==> config.mk <==
export PLATFORM = sky130hd
export DESIGN_NAME = sw_slot_slave
export DESIGN_NICKNAME = d
export VERILOG_FILES = /design/src/rtl/sw_slot_pkg.sv /design/src/rtl/sw_sync.sv /design/src/rtl/sw_tick_timer.sv /design/src/rtl/sw_speed_sel.sv /design/src/rtl/sw_slot_slave.sv
export SDC_FILE = /design/constraint.sdc
export NUM_CORES = 1
export LEC_CHECK = 0
export BUFFER_PORTS_ARGS = -buffer_cell sky130_fd_sc_hd__buf_4
export CORE_MARGIN = 2
export CORE_UTILIZATION = 60
export DETAILED_ROUTE_END_ITERATION = 8
export HOLD_SLACK_MARGIN = 0.06
export PLACE_DENSITY = 0.74
export REMOVE_ABC_BUFFERS = 1
export SLEW_MARGIN = 20
export SYNTH_ARGS = -nofsm -noshare
export SYNTH_HDL_FRONTEND = slang
export SYNTH_HIERARCHICAL = 1
export SYNTH_SLANG_ARGS = --single-unit
==> constraint.sdc <==
create_clock -name clk -period 2.7 [get_ports clk]
set_input_delay 0.27 -clock clk [delete_from_list [all_inputs] [get_ports clk]]
set_output_delay 0.27 -clock clk [all_outputs]
set_load 0.05 [all_outputs]
==> src/rtl/sw_slot_pkg.sv <==
package sw_slot_pkg;

   typedef enum logic [2:0] {
      ST_IDLE,
      ST_SLOT,
      ST_RELEASE,
      ST_RST_HOLD,
      ST_PRES_GAP,
      ST_PRES_LOW
   } slot_state_e;

endpackage

==> src/rtl/sw_sync.sv <==
module sw_sync #(
   parameter int   STAGES  = 2,
   parameter logic RST_VAL = 1'b1
) (
   input  logic clk,
   input  logic rst_n,
   input  logic d,
   output logic q
);

   generate
      if (STAGES < 2) begin : g_bad_stages
         $error("sw_sync needs at least two stages");
      end
   endgenerate

   logic [STAGES-1:0] chain;

   generate
      for (genvar i = 0; i < STAGES; i++) begin : g_stage
         always_ff @(posedge clk or negedge rst_n) begin
            if (!rst_n)      chain[i] <= RST_VAL;
            else if (i == 0) chain[i] <= d;
            else             chain[i] <= chain[(i == 0) ? 0 : i-1];
         end
      end
   endgenerate

   assign q = chain[STAGES-1];

endmodule

==> src/rtl/sw_tick_timer.sv <==
module sw_tick_timer #(
   parameter int DIV = 125,
   parameter int CW  = 10
) (
   input  logic          clk,
   input  logic          rst_n,
   input  logic          clr,
   output logic [CW-1:0] cnt
);

   logic tick;

   generate
      if (DIV < 1) begin : g_bad_div
         $error("sw_tick_timer divider must be at least 1");
      end

      if (DIV == 1) begin : g_no_pre
         assign tick = 1'b1;
      end else begin : g_pre
         localparam int PW = $clog2(DIV);
         logic [PW-1:0] pre;
         assign tick = (pre == PW'(DIV-1));
         always_ff @(posedge clk or negedge rst_n) begin
            if (!rst_n)     pre <= '0;
            else if (clr)   pre <= '0;
            else if (tick)  pre <= '0;
            else            pre <= pre + 1'b1;
         end
         a_r6_pre_range: assert property (@(posedge clk) disable iff (!rst_n)
            pre <= PW'(DIV-1));
      end
   endgenerate

   always_ff @(posedge clk or negedge rst_n) begin
      if (!rst_n)                 cnt <= '0;
      else if (clr)               cnt <= '0;
      else if (tick && !(&cnt))   cnt <= cnt + 1'b1;
   end

   // elapsed time never runs backwards unless restarted
   a_r6_count_monotonic: assert property (@(posedge clk) disable iff (!rst_n)
      !clr |=> (cnt >= $past(cnt)));

endmodule

==> src/rtl/sw_speed_sel.sv <==
module sw_speed_sel #(
   parameter int CW            = 10,
   parameter int STD_SAMPLE    = 30,
   parameter int STD_PRES_WAIT = 30,
   parameter int STD_PRES_LOW  = 120,
   parameter int STD_RESET     = 480,
   parameter int OD_SAMPLE     = 3,
   parameter int OD_PRES_WAIT  = 3,
   parameter int OD_PRES_LOW   = 12,
   parameter int OD_RESET      = 48
) (
   input  logic          fast,
   output logic [CW-1:0] t_sample,
   output logic [CW-1:0] t_gap,
   output logic [CW-1:0] t_pres,
   output logic [CW-1:0] t_reset
);

   always_comb begin
      if (fast) begin
         t_sample = CW'(OD_SAMPLE);
         t_gap    = CW'(OD_PRES_WAIT);
         t_pres   = CW'(OD_PRES_LOW);
         t_reset  = CW'(OD_RESET);
      end else begin
         t_sample = CW'(STD_SAMPLE);
         t_gap    = CW'(STD_PRES_WAIT);
         t_pres   = CW'(STD_PRES_LOW);
         t_reset  = CW'(STD_RESET);
      end
   end

endmodule

==> src/rtl/sw_slot_slave.sv <==
module sw_slot_slave
   import sw_slot_pkg::*;
#(
   parameter int TICK_DIV      = 125,
   parameter int SYNC_STAGES   = 2,
   parameter int STD_SAMPLE    = 30,
   parameter int STD_PRES_WAIT = 30,
   parameter int STD_PRES_LOW  = 120,
   parameter int STD_RESET     = 480,
   parameter int OD_SAMPLE     = 3,
   parameter int OD_PRES_WAIT  = 3,
   parameter int OD_PRES_LOW   = 12,
   parameter int OD_RESET      = 48
) (
   input  logic clk,
   input  logic rst_n,
   input  logic bus_in,
   input  logic overdrive,
   input  logic tx_req,
   input  logic tx_bit,
   output logic pd_n,
   output logic rx_valid,
   output logic rx_bit,
   output logic reset_seen
);

   localparam int CW = $clog2(STD_RESET + 1) + 1;

   generate
      if (STD_SAMPLE < 1 || STD_SAMPLE >= STD_RESET || STD_PRES_LOW >= STD_RESET ||
          OD_SAMPLE < 1 || OD_SAMPLE >= OD_RESET || OD_PRES_LOW >= OD_RESET ||
          OD_RESET > STD_RESET || STD_PRES_WAIT > STD_RESET || OD_PRES_WAIT > STD_RESET) begin : g_bad_timing
         $error("sw_slot_slave timing set is inconsistent");
      end
   endgenerate

   logic          line_s, line_q;
   logic          fall;
   logic [CW-1:0] slot_cnt, low_cnt;
   logic [CW-1:0] t_sample, t_gap, t_pres, t_reset;
   logic          slot_clr;
   slot_state_e   st_q, st_d;
   logic          rd_q, bit_q, take_tx;
   logic          rxv_d, rst_d;

   sw_sync #(.STAGES(SYNC_STAGES), .RST_VAL(1'b1)) u_sync (
      .clk(clk), .rst_n(rst_n), .d(bus_in), .q(line_s));

   sw_speed_sel #(
      .CW(CW),
      .STD_SAMPLE(STD_SAMPLE), .STD_PRES_WAIT(STD_PRES_WAIT),
      .STD_PRES_LOW(STD_PRES_LOW), .STD_RESET(STD_RESET),
      .OD_SAMPLE(OD_SAMPLE), .OD_PRES_WAIT(OD_PRES_WAIT),
      .OD_PRES_LOW(OD_PRES_LOW), .OD_RESET(OD_RESET)
   ) u_speed (
      .fast(overdrive), .t_sample(t_sample), .t_gap(t_gap),
      .t_pres(t_pres), .t_reset(t_reset));

   // phase timer: restarted on every state change
   sw_tick_timer #(.DIV(TICK_DIV), .CW(CW)) u_slot_tmr (
      .clk(clk), .rst_n(rst_n), .clr(slot_clr), .cnt(slot_cnt));

   // low-run timer: restarted whenever the line is seen high
   sw_tick_timer #(.DIV(TICK_DIV), .CW(CW)) u_low_tmr (
      .clk(clk), .rst_n(rst_n), .clr(line_s), .cnt(low_cnt));

   always_ff @(posedge clk or negedge rst_n) begin
      if (!rst_n) line_q <= 1'b1;
      else        line_q <= line_s;
   end

   assign fall = line_q && !line_s;

   always_comb begin
      st_d    = st_q;
      take_tx = 1'b0;
      rxv_d   = 1'b0;
      rst_d   = 1'b0;
      if (st_q != ST_RST_HOLD && low_cnt >= t_reset) begin
         st_d = ST_RST_HOLD;
      end else begin
         unique case (st_q)
            ST_IDLE: if (fall) begin
               st_d    = ST_SLOT;
               take_tx = 1'b1;
            end
            ST_SLOT: if (slot_cnt >= t_sample) begin
               st_d  = ST_RELEASE;
               rxv_d = 1'b1;
            end
            ST_RELEASE:  if (line_s) st_d = ST_IDLE;
            ST_RST_HOLD: if (line_s) begin
               st_d  = ST_PRES_GAP;
               rst_d = 1'b1;
            end
            ST_PRES_GAP: if (slot_cnt >= t_gap)  st_d = ST_PRES_LOW;
            ST_PRES_LOW: if (slot_cnt >= t_pres) st_d = ST_RELEASE;
            default:     st_d = ST_IDLE;
         endcase
      end
   end

   assign slot_clr = (st_d != st_q);

   always_ff @(posedge clk or negedge rst_n) begin
      if (!rst_n) begin
         st_q       <= ST_IDLE;
         rd_q       <= 1'b0;
         bit_q      <= 1'b1;
         rx_valid   <= 1'b0;
         rx_bit     <= 1'b0;
         reset_seen <= 1'b0;
      end else begin
         st_q       <= st_d;
         rx_valid   <= rxv_d;
         reset_seen <= rst_d;
         if (take_tx) begin
            rd_q  <= tx_req;
            bit_q <= tx_bit;
         end
         if (rxv_d) rx_bit <= line_s;
      end
   end

   assign pd_n = !((st_q == ST_PRES_LOW) || (st_q == ST_SLOT && rd_q && !bit_q));

   // the bit strobe lasts a single cycle
   a_r2_single_strobe: assert property (@(posedge clk) disable iff (!rst_n)
      rx_valid |=> !rx_valid);

   // the pull is already gone when the bit is reported
   a_r3_release_at_sample: assert property (@(posedge clk) disable iff (!rst_n)
      rx_valid |-> pd_n);

   // the reset event lasts a single cycle
   a_r5_single_event: assert property (@(posedge clk) disable iff (!rst_n)
      reset_seen |=> !reset_seen);

   // the line stays released while the presence wait starts
   a_r6_gap_released: assert property (@(posedge clk) disable iff (!rst_n)
      reset_seen |-> pd_n);

   // a reported bit is never followed at once by a fresh slot pull
   a_r9_no_back_to_back: assert property (@(posedge clk) disable iff (!rst_n)
      rx_valid |=> pd_n);

endmodule

==> reports/results.ini, run 1 <==
[status]
status=completed

[timing]
fin_skew_ns=0.0101
fin_hold_ws_ns=0.212
drv_slew=0
fin_crit_sh_pct=94.4
slew_headroom_pct=53.2
setup_viol_count_final=0
period_needed_ns=2.55
fmax_mhz=392
setup_ws_ns=0.151
rsz0062_at_grt=false
tightest_slew_ns=0.693
hold_violations=0

[global_routing]
globalRouteOverflowTotal=0
grt_pass1_wl_um=11400
antenna_found_initial=0
grt_max_degree=46
gr-usage-all-layers_pct=21.5
grt_pass1_vias=2616

[pwr]
pwr-share-comb_pct=24.2
leakage_nw=1.85
power.switching_uw=524
intPower_mw=1.10
p_clk_share_pct=26.3
p_per_area_nw_per_um2=422
p_seq_share_pct=49.6
total_power_mw=1.62
ir_drop_v=0.000351
swShare_pct=32.3

[die]
die_x_um=82.5
num_rows=28
die_y_um=82.5
core_area_um2=5960
die-area_um2=6810
ios=10
initial_utilization_pct=62.1

[setup_path]
worst_path_largest_cell_delay_ns=0.39
path_cells=inv_1 -> ha_1 -> nand2b_1 -> a211oi_1 -> nor3_1 -> nor3_2 -> o21ai_0 -> nand3b_1 -> buf_4 -> nor4_1 -> o21bai_1
critPathRequiredTime_ns=2.92
crit_type=flip-flop to flip-flop
end_kind=flip-flop
crit_fanout=11
arrival_ns=2.77
slowest_stage=dfrtp_1
cp-start-kind=flip-flop

[synthesis]
syn_inst=409
yosysSeqAreaShare_pct=30.6
synth_flop_cell=dfrtp_1
yosys.cell_types.count=56
async_flop_share_pct=100
yosys_warnings=6
synth.area.top_cells=dfrtp_1, ha_1, buf_4
synth-seq-cells=45
synth_edf_count=0
syn_avg_cell_area_um2=9.05
yosysTopAreaCell=dfrtp_1
synth_top_area_share_pct=27.7
syn_area_um2=3700

[cells_and_area]
final_cells=496
final_area_um2=3850
area_delta_synth_final_pct=3.99
nNetsFinal=472
final_common_cell=inv_1
diodes=0
regArea_um2=1130
mostFrequentLayoutCells=inv_1, ha_1, dfrtp_1
multi_input_area_um2=2120
fillers=508
drive_above_1_share_pct=15.2

[clock_tree]
cts_root_buffer=clkbuf_8
cts_max_path_buffers=2
cts.clk_slew.worst_paths_ns=0.09
cts_tree=yes
cts_buffers=5
clk_latency_ns=0.30
htreeDepth=2
cts_sinks=45

[place]
numPortBuffers=9
gp_congestion=0.777
dpl.cell_count=485
dp_slack_ns=-0.111
placed_area_um2=3730
dp_hpwl_um=5070

[route]
ant_nets=0
vias=2726
drt_iter0_markers=144
first_pass_iters=5
routed_wl_um=6680
viasPerCell=5.50
wl_per_cell_um=13.5
drc=0

[hold_path]
hold_path.class=primary input to flip-flop

[run]
max-cap-violations=0

## area by class of cell
cell class	count	area share, %
flip-flops and latches	45	29.4
multi-input cells	288	55.2
clock inverters	3	0.553
well taps	75	2.44
repair buffers	28	5.59
clock buffers	5	1.79
inverters	52	5.07
## final timing paths
path                                    from                 to  slack [ns]  cells after the start
min                                   tx_bit              bit_q        0.21                      2
max reg2reg                u_slot_tmr/cnt[0]  u_slot_tmr/cnt[0]        0.15                     11
max                        u_slot_tmr/cnt[0]  u_slot_tmr/cnt[0]        0.15                     11
max in group asynchronous              rst_n  u_slot_tmr/cnt[4]        1.79                      2
min reg2reg                  u_sync/chain[0]           u_sync/q        0.36                      0
min in group asynchronous              rst_n         reset_seen        0.50                      2
## worst max-delay path: cells and delay by family (launching register included)
family / cells / cell delay (ns)
AO/OA/AOI/OAI: 3 / 0.59
adder cells (fa/ha/maj): 1 / 0.25
buffers and inverters: 2 / 0.32
flip-flops: 1 / 0.39
AND/OR/NAND/NOR: 5 / 0.93
## flip-flops by register name (all words and copies together), names as in the netlist
signal	count
rx_valid	1
bit_q	1
reset_seen	1
u_low_tmr/g_pre.pre	7
u_sync/chain	1
line_q	1
u_sync/q	1
u_slot_tmr/cnt	10
rx_bit	1
u_low_tmr/cnt	10
rd_q	1
u_slot_tmr/g_pre.pre	7
st_q	3
## synth_stat cells, types with 7 or more instances
cell type,count
inv_1,52
ha_1,46
dfrtp_1,41
buf_4,39
nor2_1,23
a21oi_1,21
nor3_1,16
nand2b_1,15
nand2_1,13
nand3_1,12
o21ai_0,11
nor2b_1,9
xnor2_1,8
nand4_1,7
## cell families after synthesis
kind of cell             Yosys count  share of synthesized area [%]
XOR/XNOR                          12                           2.84
flip-flops                        45                           30.6
multiplexers                       9                           2.67
adder cells (fa/ha/maj)           46                           15.6
AO/OA/AOI/OAI                     63                           11.5
AND/OR/NAND/NOR                  134                           22.4
other                              2                          0.203
buffers and inverters             98                           14.3
## per-stage QoR
step,setup TNS [ns],util [%]
final,0,64.6
after global routing,0,64.6
after CTS,0,64.3
after detailed placement,-0.889,62.6
after global placement,-0.189,62.6
after floorplan,0,-
## power groups by stage
stage          sequential [mW]  clock [mW]  combinational, mW
2_1_floorplan            0.805           0              0.268
3_3_place_gp             0.816           0              0.366
3_5_place_dp             0.819           0              0.377
4_1_cts                  0.805       0.446              0.382
5_1_grt                  0.818       0.474              0.447
6_report                 0.805       0.427              0.392
## what timing repair did
item | 4_1_cts | 5_1_grt
setup endpoints to repair | 0 | 16
buffers inserted | 0 | 1
hold buffers | 1 | 1
endpoints found under the hold margin | 41 | 1
gates resized for setup | 0 | 0
## per-layer routing
layer  wire [µm]  global-route usage (%)  part of all wire [%]
met1        3160                    27.1                    47
met2        3320                    38.2                    50
met3         188                    3.91                   2.8
met4           8                    4.75                  0.12
met5           0                       0                     0
Note: power is estimated with default switching activity, not from simulation.
==> inputs of run 2 (changes only) <==
- CELL_PAD_IN_SITES_DETAIL_PLACEMENT: unset -> 2
- CELL_PAD_IN_SITES_GLOBAL_PLACEMENT: unset -> 2
- CORE_UTILIZATION: 60 -> 35
- HOLD_SLACK_MARGIN: 0.06 -> unset
- PLACE_DENSITY: 0.74 -> 0.68
==> reports/results.ini, run 2 (same netlist as run 1, synthesis figures left out) <==
[status]
status=complete, but fails checks
failed_checks=negative hold slack

[timing]
setup_ws_ns=0.108  ; -0.0425 ns
setup_viol_count_final=0  ; unchanged
fin_crit_sh_pct=96.0  ; +1.6 points
fmax_mhz=386  ; -1.6%
tns_ns=0  ; unchanged
slew_headroom_pct=45.4  ; -7.8 points
fin_hold_ws_ns=-0.0203  ; -0.232 ns
drv_slew=0  ; unchanged
period_needed_ns=2.59  ; +0.0425 ns
fin_skew_ns=0.00538  ; -0.00469 ns
hold_violations=13  ; +13
tightest_slew_ns=0.808  ; +0.116 ns

[clock_tree]
cts.clk_slew.worst_paths_ns=0.08  ; about the same
clk_latency_ns=0.29  ; about the same
cts_root_buffer=clkbuf_8
cts_buffers=5  ; unchanged
cts_tree=yes
holdBufCountCts=0  ; -1
htreeDepth=2  ; unchanged
cts_sinks=45  ; unchanged
cts_max_path_buffers=2  ; unchanged

[route]
drc=0  ; unchanged
routed_wl_um=8980  ; +35%
viasPerCell=5.04  ; -8.2%
wl_per_cell_um=16.0  ; +19%
drt_iter0_markers=60  ; -58%
ant_nets=0  ; unchanged
vias=2834  ; +4.0%
first_pass_iters=4  ; -1

[setup_path]
slowest_stage=dfrtp_2
crit_type=flip-flop to flip-flop
arrival_ns=2.77  ; about the same
cp_common_cell=buf_4
cp-start-kind=flip-flop
path_cells=buf_4 -> ha_1 -> nand4_1 -> nor3b_1 -> nor3_2 -> o21ai_0 -> nand3b_1 -> buf_6 -> buf_4 -> nor2_1 -> mux2_2
end_kind=flip-flop
worst_path_largest_cell_delay_ns=0.43  ; +0.04 ns
crit_fanout=6  ; -5
critPathRequiredTime_ns=2.88  ; -0.04 ns

[place]
dp_hpwl_um=6880  ; +36%
placed_area_um2=3810  ; +2.2%
gp_congestion=0.722  ; -7.1%
dp_slack_ns=-0.0900  ; +0.0210 ns
dpl.cell_count=547  ; +13%
numPortBuffers=9  ; unchanged

[global_routing]
grt_pass1_vias=3124  ; +19%
globalRouteMet3Util_pct=2.25  ; -1.7 points
globalRouteOverflowTotal=0  ; unchanged
gr-max-usage-layer=met2
gr-usage-all-layers_pct=16.7  ; -4.8 points
grt_max_degree=46  ; unchanged
antenna_found_initial=0  ; unchanged
use_met1_pct=19.2  ; -7.9 points
grt_pass1_wl_um=15400  ; +35%
grt.met2_usage_pct=33.3  ; -4.9 points

[pwr]
ir_drop_v=0.000253  ; -28%
pwr-share-comb_pct=24.7  ; +0.5 points
p_per_area_nw_per_um2=428  ; +1.5%
intPower_mw=1.20  ; +8.7%
swShare_pct=31.4  ; -0.91 points
p_clk_share_pct=28.8  ; +2.5 points
p_seq_share_pct=46.6  ; -3.0 points
leakage_nw=1.89  ; +2.2%
power.switching_uw=547  ; +4.3%

[cells_and_area]
drive_above_1_share_pct=20.2  ; +5.0 points
mostFrequentLayoutCells=inv_1, ha_1, dfrtp_1
multi_input_area_um2=2200  ; +3.8%
final_cells=562  ; +13%
nNetsFinal=478  ; +1.3%
diodes=0  ; unchanged
final_area_um2=4070  ; +5.7%
final_common_cell=inv_1
reg.largest.list=u_low_tmr/cnt: 10 flops, u_slot_tmr/cnt: 10 flops
area_delta_synth_final_pct=9.94
fillers=1164  ; +130%
regArea_um2=1140  ; +0.66%

[die]
die_x_um=107  ; +29%
die_y_um=107  ; +29%
num_rows=37  ; +32%
ios=10  ; unchanged
die-area_um2=11400  ; +68%
core_area_um2=10300  ; +73%
initial_utilization_pct=36.0  ; -26 points

[hold_path]
hold_path.class=primary input to asynchronous set/reset pin

[run]
max-cap-violations=0  ; unchanged

[run 2: repair_timing]
| action | 4_1_cts | 5_1_grt |
|---|---|---|
| setup buffers | 0 | 7 |
| resized for setup | 0 | 21 |
| hold endpoints to repair | 0 | 0 |
| endpoints found under the setup margin | 0 | 16 |
[run 2: layer usage]
layer  up-vias  routed length (µm)
met2        10                5100
met5         -                   0
li1       1390                   -
met4         0                  39
met3         4                  93
met1      1430                3750
[run 2: layout make-up]
cell class / count / area share, %
Tap cell: 136 / 4.18
Sequential cell: 45 / 28.0
Multi-Input combinational cell: 288 / 54.2
Timing Repair Buffer: 34 / 6.30
Clock inverter: 2 / 0.861
Clock buffer: 5 / 1.69
Inverter: 52 / 4.80
[run 2: worst paths after layout]
path                                      to  slack [ns]               from  cells past startpoint
min                         u_low_tmr/cnt[3]       -0.02              rst_n                      1
max reg2reg                u_slot_tmr/cnt[5]        0.11  u_slot_tmr/cnt[9]                     11
min in group clk             u_sync/chain[0]        0.08             bus_in                      1
max                        u_slot_tmr/cnt[5]        0.11  u_slot_tmr/cnt[9]                     11
max in group asynchronous  u_slot_tmr/cnt[7]        2.25              rst_n                      1
min reg2reg                         u_sync/q        0.36    u_sync/chain[0]                      0
[run 2: critical path: cells and delay by family, from the launching register on]
kind | cells | cell delay (ns)
AND/OR/NAND/NOR | 5 | 0.81
flip-flops | 1 | 0.43
AO/OA/AOI/OAI | 1 | 0.23
buffers and inverters | 3 | 0.43
adder cells (fa/ha/maj) | 1 | 0.32
multiplexers | 1 | 0.25
[run 2: power groups by stage]
stage	logic [mW]	clock network, mW	registers [mW]
after floorplan	0.268	0	0.805
after global placement	0.388	0	0.820
after detailed placement	0.411	0	0.823
after CTS	0.412	0.531	0.811
after global routing	0.488	0.544	0.824
final	0.430	0.501	0.811
[run 2: through the flow]
step	power, mW	utilization (%)
floorplan	1.07	-
global placement	1.21	37.1
detailed placement	1.23	37.1
CTS	1.75	38.1
global route	1.86	39.6
finish	1.74	39.6
